<file path="src/rtl/cpg_pkg.sv">
package cpg_pkg;
    localparam int MODE_W = 4;
    localparam int N_MODES = 3;
    localparam logic [MODE_W-1:0] MODE_LIST [N_MODES] = '{4'd8, 4'd9, 4'd10};

    typedef enum logic [1:0] {
        ACC_LOAD  = 2'b00,
        ACC_STORE = 2'b01,
        ACC_AMO   = 2'b10,
        ACC_NONE  = 2'b11
    } acc_e;

    typedef struct packed {
        logic vld;
        logic st_fault;
        logic tag_clr;
        logic upd_req;
        logic upd_capw;
        logic upd_gen;
    } rsp_t;
endpackage

</file>
<file path="src/rtl/cpg_mode_gate.sv">
module cpg_mode_gate
    import cpg_pkg::*;
(
    input  logic [MODE_W-1:0] mode,
    output logic              mode_ok
);
    logic [N_MODES-1:0] hit;

    generate
        for (genvar i = 0; i < N_MODES; i++) begin : g_cmp
            assign hit[i] = (mode == MODE_LIST[i]);
        end
    endgenerate

    assign mode_ok = |hit;
endmodule

</file>
<file path="src/rtl/cpg_store_rule.sv">
module cpg_store_rule #(
    parameter bit CONSERVATIVE = 1'b0
) (
    input  logic active,
    input  logic is_store,
    input  logic moves_cap,
    input  logic capw,
    input  logic gen,
    input  logic tag,
    input  logic stat_gen,
    input  logic hw_ad,
    output logic fault,
    output logic upd,
    output logic upd_gen
);
    logic cap_st;
    logic nocap_state;
    logic pre_state;
    logic nocap_trig;

    generate
        if (CONSERVATIVE) begin : g_cons
            assign nocap_trig = 1'b1;
        end else begin : g_exact
            assign nocap_trig = tag;
        end
    endgenerate

    always_comb begin
        cap_st      = active && is_store && moves_cap;
        nocap_state = !capw && !gen;
        pre_state   = !capw && gen;
        fault       = cap_st && ((nocap_state && nocap_trig) ||
                                 (pre_state && tag && !hw_ad));
        upd         = cap_st && pre_state && tag && hw_ad;
        upd_gen     = upd && stat_gen;
    end
endmodule

</file>
<file path="src/rtl/cpg_load_rule.sv">
module cpg_load_rule (
    input  logic active,
    input  logic is_read,
    input  logic moves_cap,
    input  logic capw,
    output logic tag_clr
);
    assign tag_clr = active && is_read && moves_cap && !capw;
endmodule

</file>
<file path="src/rtl/cap_pte_guard.sv">
module cap_pte_guard
    import cpg_pkg::*;
#(
    parameter bit CONSERVATIVE_ST = 1'b0
) (
    input  logic              clk,
    input  logic              rst_n,
    input  logic              req_vld,
    input  logic [MODE_W-1:0] xlat_mode,
    input  logic              pte_capw,
    input  logic              pte_gen,
    input  logic [1:0]        acc_kind,
    input  logic              acc_cap,
    input  logic              st_tag,
    input  logic              stat_gen,
    input  logic              hw_ad_mode,
    output logic              rsp_vld,
    output logic              st_fault,
    output logic              ld_tag_clr,
    output logic              upd_req,
    output logic              upd_capw,
    output logic              upd_gen
);
    acc_e kind;
    logic mode_ok;
    logic is_store;
    logic is_read;
    logic fault_c;
    logic upd_c;
    logic upd_gen_c;
    logic clr_c;
    rsp_t rsp_d;
    rsp_t rsp_q;

    assign kind     = acc_e'(acc_kind);
    assign is_store = (kind == ACC_STORE) || (kind == ACC_AMO);
    assign is_read  = (kind == ACC_LOAD)  || (kind == ACC_AMO);

    cpg_mode_gate u_gate (
        .mode    (xlat_mode),
        .mode_ok (mode_ok)
    );

    cpg_store_rule #(.CONSERVATIVE(CONSERVATIVE_ST)) u_store (
        .active    (mode_ok),
        .is_store  (is_store),
        .moves_cap (acc_cap),
        .capw      (pte_capw),
        .gen       (pte_gen),
        .tag       (st_tag),
        .stat_gen  (stat_gen),
        .hw_ad     (hw_ad_mode),
        .fault     (fault_c),
        .upd       (upd_c),
        .upd_gen   (upd_gen_c)
    );

    cpg_load_rule u_load (
        .active    (mode_ok),
        .is_read   (is_read),
        .moves_cap (acc_cap),
        .capw      (pte_capw),
        .tag_clr   (clr_c)
    );

    always_comb begin
        rsp_d = '0;
        if (req_vld) begin
            rsp_d.vld      = 1'b1;
            rsp_d.st_fault = fault_c;
            rsp_d.tag_clr  = clr_c;
            rsp_d.upd_req  = upd_c;
            rsp_d.upd_capw = upd_c;
            rsp_d.upd_gen  = upd_gen_c;
        end
    end

    always_ff @(posedge clk) begin
        if (!rst_n) rsp_q <= '0;
        else        rsp_q <= rsp_d;
    end

    assign rsp_vld    = rsp_q.vld;
    assign st_fault   = rsp_q.st_fault;
    assign ld_tag_clr = rsp_q.tag_clr;
    assign upd_req    = rsp_q.upd_req;
    assign upd_capw   = rsp_q.upd_capw;
    assign upd_gen    = rsp_q.upd_gen;


    excl_chk: assert property (@(posedge clk) disable iff (!rst_n)
        $onehot0({st_fault, upd_req}));


    rsp_follow_chk: assert property (@(posedge clk) disable iff (!rst_n)
        req_vld |=> rsp_vld);


    rsp_idle_chk: assert property (@(posedge clk) disable iff (!rst_n)
        !req_vld |=> !rsp_vld);


    quiet_out_chk: assert property (@(posedge clk) disable iff (!rst_n)
        !rsp_vld |-> !(st_fault || ld_tag_clr || upd_req || upd_capw || upd_gen));


    load_quiet_chk: assert property (@(posedge clk) disable iff (!rst_n)
        (req_vld && (acc_kind == 2'b00 || acc_kind == 2'b11)) |=> !st_fault && !upd_req);


    bypass_chk: assert property (@(posedge clk) disable iff (!rst_n)
        (req_vld && !mode_ok) |=> !st_fault && !ld_tag_clr && !upd_req);


    capw_quiet_chk: assert property (@(posedge clk) disable iff (!rst_n)
        (req_vld && pte_capw) |=> !st_fault && !ld_tag_clr && !upd_req);


    hw_upd_chk: assert property (@(posedge clk) disable iff (!rst_n)
        (req_vld && mode_ok && is_store && acc_cap && st_tag && !pte_capw && pte_gen && hw_ad_mode)
        |=> upd_req && upd_capw && !st_fault && (upd_gen == $past(stat_gen)));
endmodule

</file>
<file path="config.mk">
export PLATFORM = sky130hd
export DESIGN_NAME = cap_pte_guard
export DESIGN_NICKNAME = d
export VERILOG_FILES = /design/src/rtl/cpg_pkg.sv /design/src/rtl/cpg_mode_gate.sv /design/src/rtl/cpg_store_rule.sv /design/src/rtl/cpg_load_rule.sv /design/src/rtl/cap_pte_guard.sv
export SDC_FILE = /design/constraint.sdc
export NUM_CORES = 1
export LEC_CHECK = 0
export BUFFER_PORTS_ARGS = -buffer_cell sky130_fd_sc_hd__buf_2
export CORE_AREA = 2 2 39 41
export CTS_BUF_LIST = sky130_fd_sc_hd__clkbuf_4
export DETAILED_ROUTE_END_ITERATION = 6
export DIE_AREA = 0 0 41 43
export HOLD_SLACK_MARGIN = 0.05
export PLACE_DENSITY = 0.55
export SYNTH_ARGS = -nofsm -noshare
export SYNTH_HDL_FRONTEND = slang
export SYNTH_SLANG_ARGS = --single-unit
</file>
<file path="constraint.sdc">
create_clock -name clk -period 0.8 [get_ports clk]
set_input_delay 0.16 -clock clk [delete_from_list [all_inputs] [get_ports clk]]
set_output_delay 0.16 -clock clk [all_outputs]
set_load 0.02 [all_outputs]
</file>
==> impl_metrics.env <==
export IMPL_status="complete, but fails checks"
export IMPL_violations="negative setup slack"
export IMPL_cts_sinks=5
export IMPL_synth_avg_cell_area_um2=9.84
export IMPL_first_pass_iters=1
export IMPL_crit_family="flip-flops"
export IMPL_highest_layer="met3"
export IMPL_cp_required_ns=0.64
export IMPL_place_area_um2=337
export IMPL_ys_seq_area_share_pct=46.2
export IMPL_antenna_found_initial=0
export IMPL_fin_area_um2=410
export IMPL_timing_final_ws_setup_ns=-0.0556
export IMPL_slew_viol_final=0
export IMPL_grt_first_pass_wirelength_um=800
export IMPL_worst_slew_pin_slew_ns=0.136
export IMPL_path_clk_slew_ns=0.04
export IMPL_cts_hold_buf=0
export IMPL_dr_wl_met2_um=248
export IMPL_port_buffer_count=20
export IMPL_drt_iter0_drc=0
export IMPL_ir_drop_uv=724
export IMPL_drive_above_1_share_pct=71.7
export IMPL_ys_ff_latch=5
export IMPL_pin_count=21
export IMPL_dieArea_mm2=0.00176
export IMPL_timing_fmax_mhz=1170
export IMPL_cts_buffers=3
export IMPL_grt_max_degree=5
export IMPL_die_height_um=43
export IMPL_whs_endpoint="st_fault"
export IMPL_area_growth_pct=89.6
export IMPL_netlist_area_leader_share_pct=46.2
export IMPL_netlist_instances=22
export IMPL_final_common_cell="buf_2"
export IMPL_cap_violations=0
export IMPL_die_w_um=41
export IMPL_crit_path_start_kind="register"
export IMPL_route_met3_wl_um=72
export IMPL_min_path_type="in -> reg"
export IMPL_totalWireLength_um=494
export IMPL_drt_met1_wl_um=174
export IMPL_syn_nets=39
export IMPL_synthDistinctLibCells=12
export IMPL_wl_per_cell_um=7.97
export IMPL_cp_depth=1
export IMPL_initial_core_util_pct=15.6
export IMPL_finalSetupViolations=6
export IMPL_hold_start="pte_gen"
export IMPL_n_antenna_cell=0
export IMPL_num_vias=239
export IMPL_viasPerCell=3.85
export IMPL_crit_chain="buf_6"
export IMPL_cts_tree="yes"
export IMPL_root_buffer="clkbuf_4"
export IMPL_ant_nets=0
export IMPL_hold_depth=2
export IMPL_maxSlewHeadroom_pct=90.9
export IMPL_path_buf_inv=1
export IMPL_ctsLongestPathBuffers=2
export IMPL_p_leak_nw=0.209
export IMPL_core_area_mm2=0.00138
export IMPL_cp_slowest_stage_delay_ns=0.34
export IMPL_ys_warn_count=0
export IMPL_syn_area_um2=216
export IMPL_worstSetupEndpointType="output port"
export IMPL_slowest_stage="dfxtp_2"
export IMPL_finalHoldViolations=0
export IMPL_worstPathArrival_ns=0.70
export IMPL_final_cell_mix="buf_2, buf_6, dfxtp_2"
export IMPL_core_rowCount=14
export IMPL_gr_total_overflow=0
export IMPL_rsz0062_at_grt="yes"
export IMPL_synth_area_leaders="dfxtp_1, ha_1, a211oi_2"
export IMPL_cts_max_level=1
export IMPL_critPathMaxFanout=2
export IMPL_total_power_w=0.000659
export IMPL_nets=64
export IMPL_synth_top_area_cell="dfxtp_1"
export IMPL_remaining_drc_errors=0
export IMPL_finalSetupTns_ns=-0.236
export IMPL_grt_pass1_vias=242
export IMPL_min_period_over_period_pct=107
export IMPL_grtUsageTotal_pct=7.44
export IMPL_fin_crit_ns=0.856
export IMPL_pre_cts_slack_ns=-0.121
export IMPL_criticalPathCategory="reg -> out"
export IMPL_post_cts_setup_buffer_count=0
export IMPL_place_congestion=0.661
export IMPL_power_density_mw_per_mm2=1610
==> worst max-delay path by stage <==
stage	from	end	slack (ns)
after floorplan	xlat_mode[2]	st_fault	0.02
after global placement	xlat_mode[2]	st_fault	-0.09
after detailed placement	xlat_mode[2]	st_fault	-0.12
after CTS	upd_capw	upd_req	-0.07
after global routing	upd_capw	upd_capw	-0.09
final	upd_capw	upd_capw	-0.06
==> through the flow <==
stage	hold slack [ns]	cells	util, %
detailed placement	0.366	58	24.3
CTS	0.0971	62	29.7
global placement	0.365	58	24.3
finish	0.112	62	29.7
global route	0.103	62	29.7
floorplan	0.246	22	-
==> synthesized netlist by cell type, drive strengths merged <==
master  n
ha      2
inv     3
and4bb  1
dfxtp   5
a211oi  1
nand2   2
nand3   1
nor3    1
and2    1
buf     1
nor2    3
nand4   1
==> power breakdown <==
| part | switching [W] | internal, W | total (W) |
|---|---|---|---|
| logic | 0.0000315 | 0.0000443 | 0.0000758 |
| registers | 0.00000141 | 0.000254 | 0.000255 |
| clock network | 0.000106 | 0.000223 | 0.000328 |
| total | 0.000138 | 0.000520 | 0.000659 |
==> what timing repair did <==
action,in CTS,in global routing
resized for setup,17,0
endpoints found under the setup margin,6,6
endpoints found under the hold margin,0,0
==> kinds of logic (layout without fill, tap and decap cells) <==
group           count (synthesis)  after routing  share of synthesized area [%]
flops                           5              5                           46.2
simple gates                   10             10                           27.7
fa+ha+maj                       2              2                           11.6
compound gates                  1              1                           5.78
buf+inv                         4             28                           8.67
==> registers in the layout, summed over array words and instances, names as in the netlist <==
register / cells
upd_gen: 1
ld_tag_clr: 1
rsp_vld: 1
st_fault: 1
upd_capw: 1
==> layout make-up <==
| cell class | instances | area (um^2) |
|---|---|---|
| clock buffers | 4 | 30.0 |
| inverters | 3 | 11.3 |
| well taps | 16 | 20.0 |
| repair buffers | 21 | 145 |
| fillers | 153 | 973 |
| multi-input cells | 13 | 97.6 |
| flip-flops and latches | 5 | 106 |
==> metal layers <==
layer  vias up  global-route usage, %
met3         0                   9.42
met4         0                   2.00
li1        121                      -
met2        17                   11.6
met1       101                   5.18
met5         -                      0
Power figures use the tool's default switching activity.
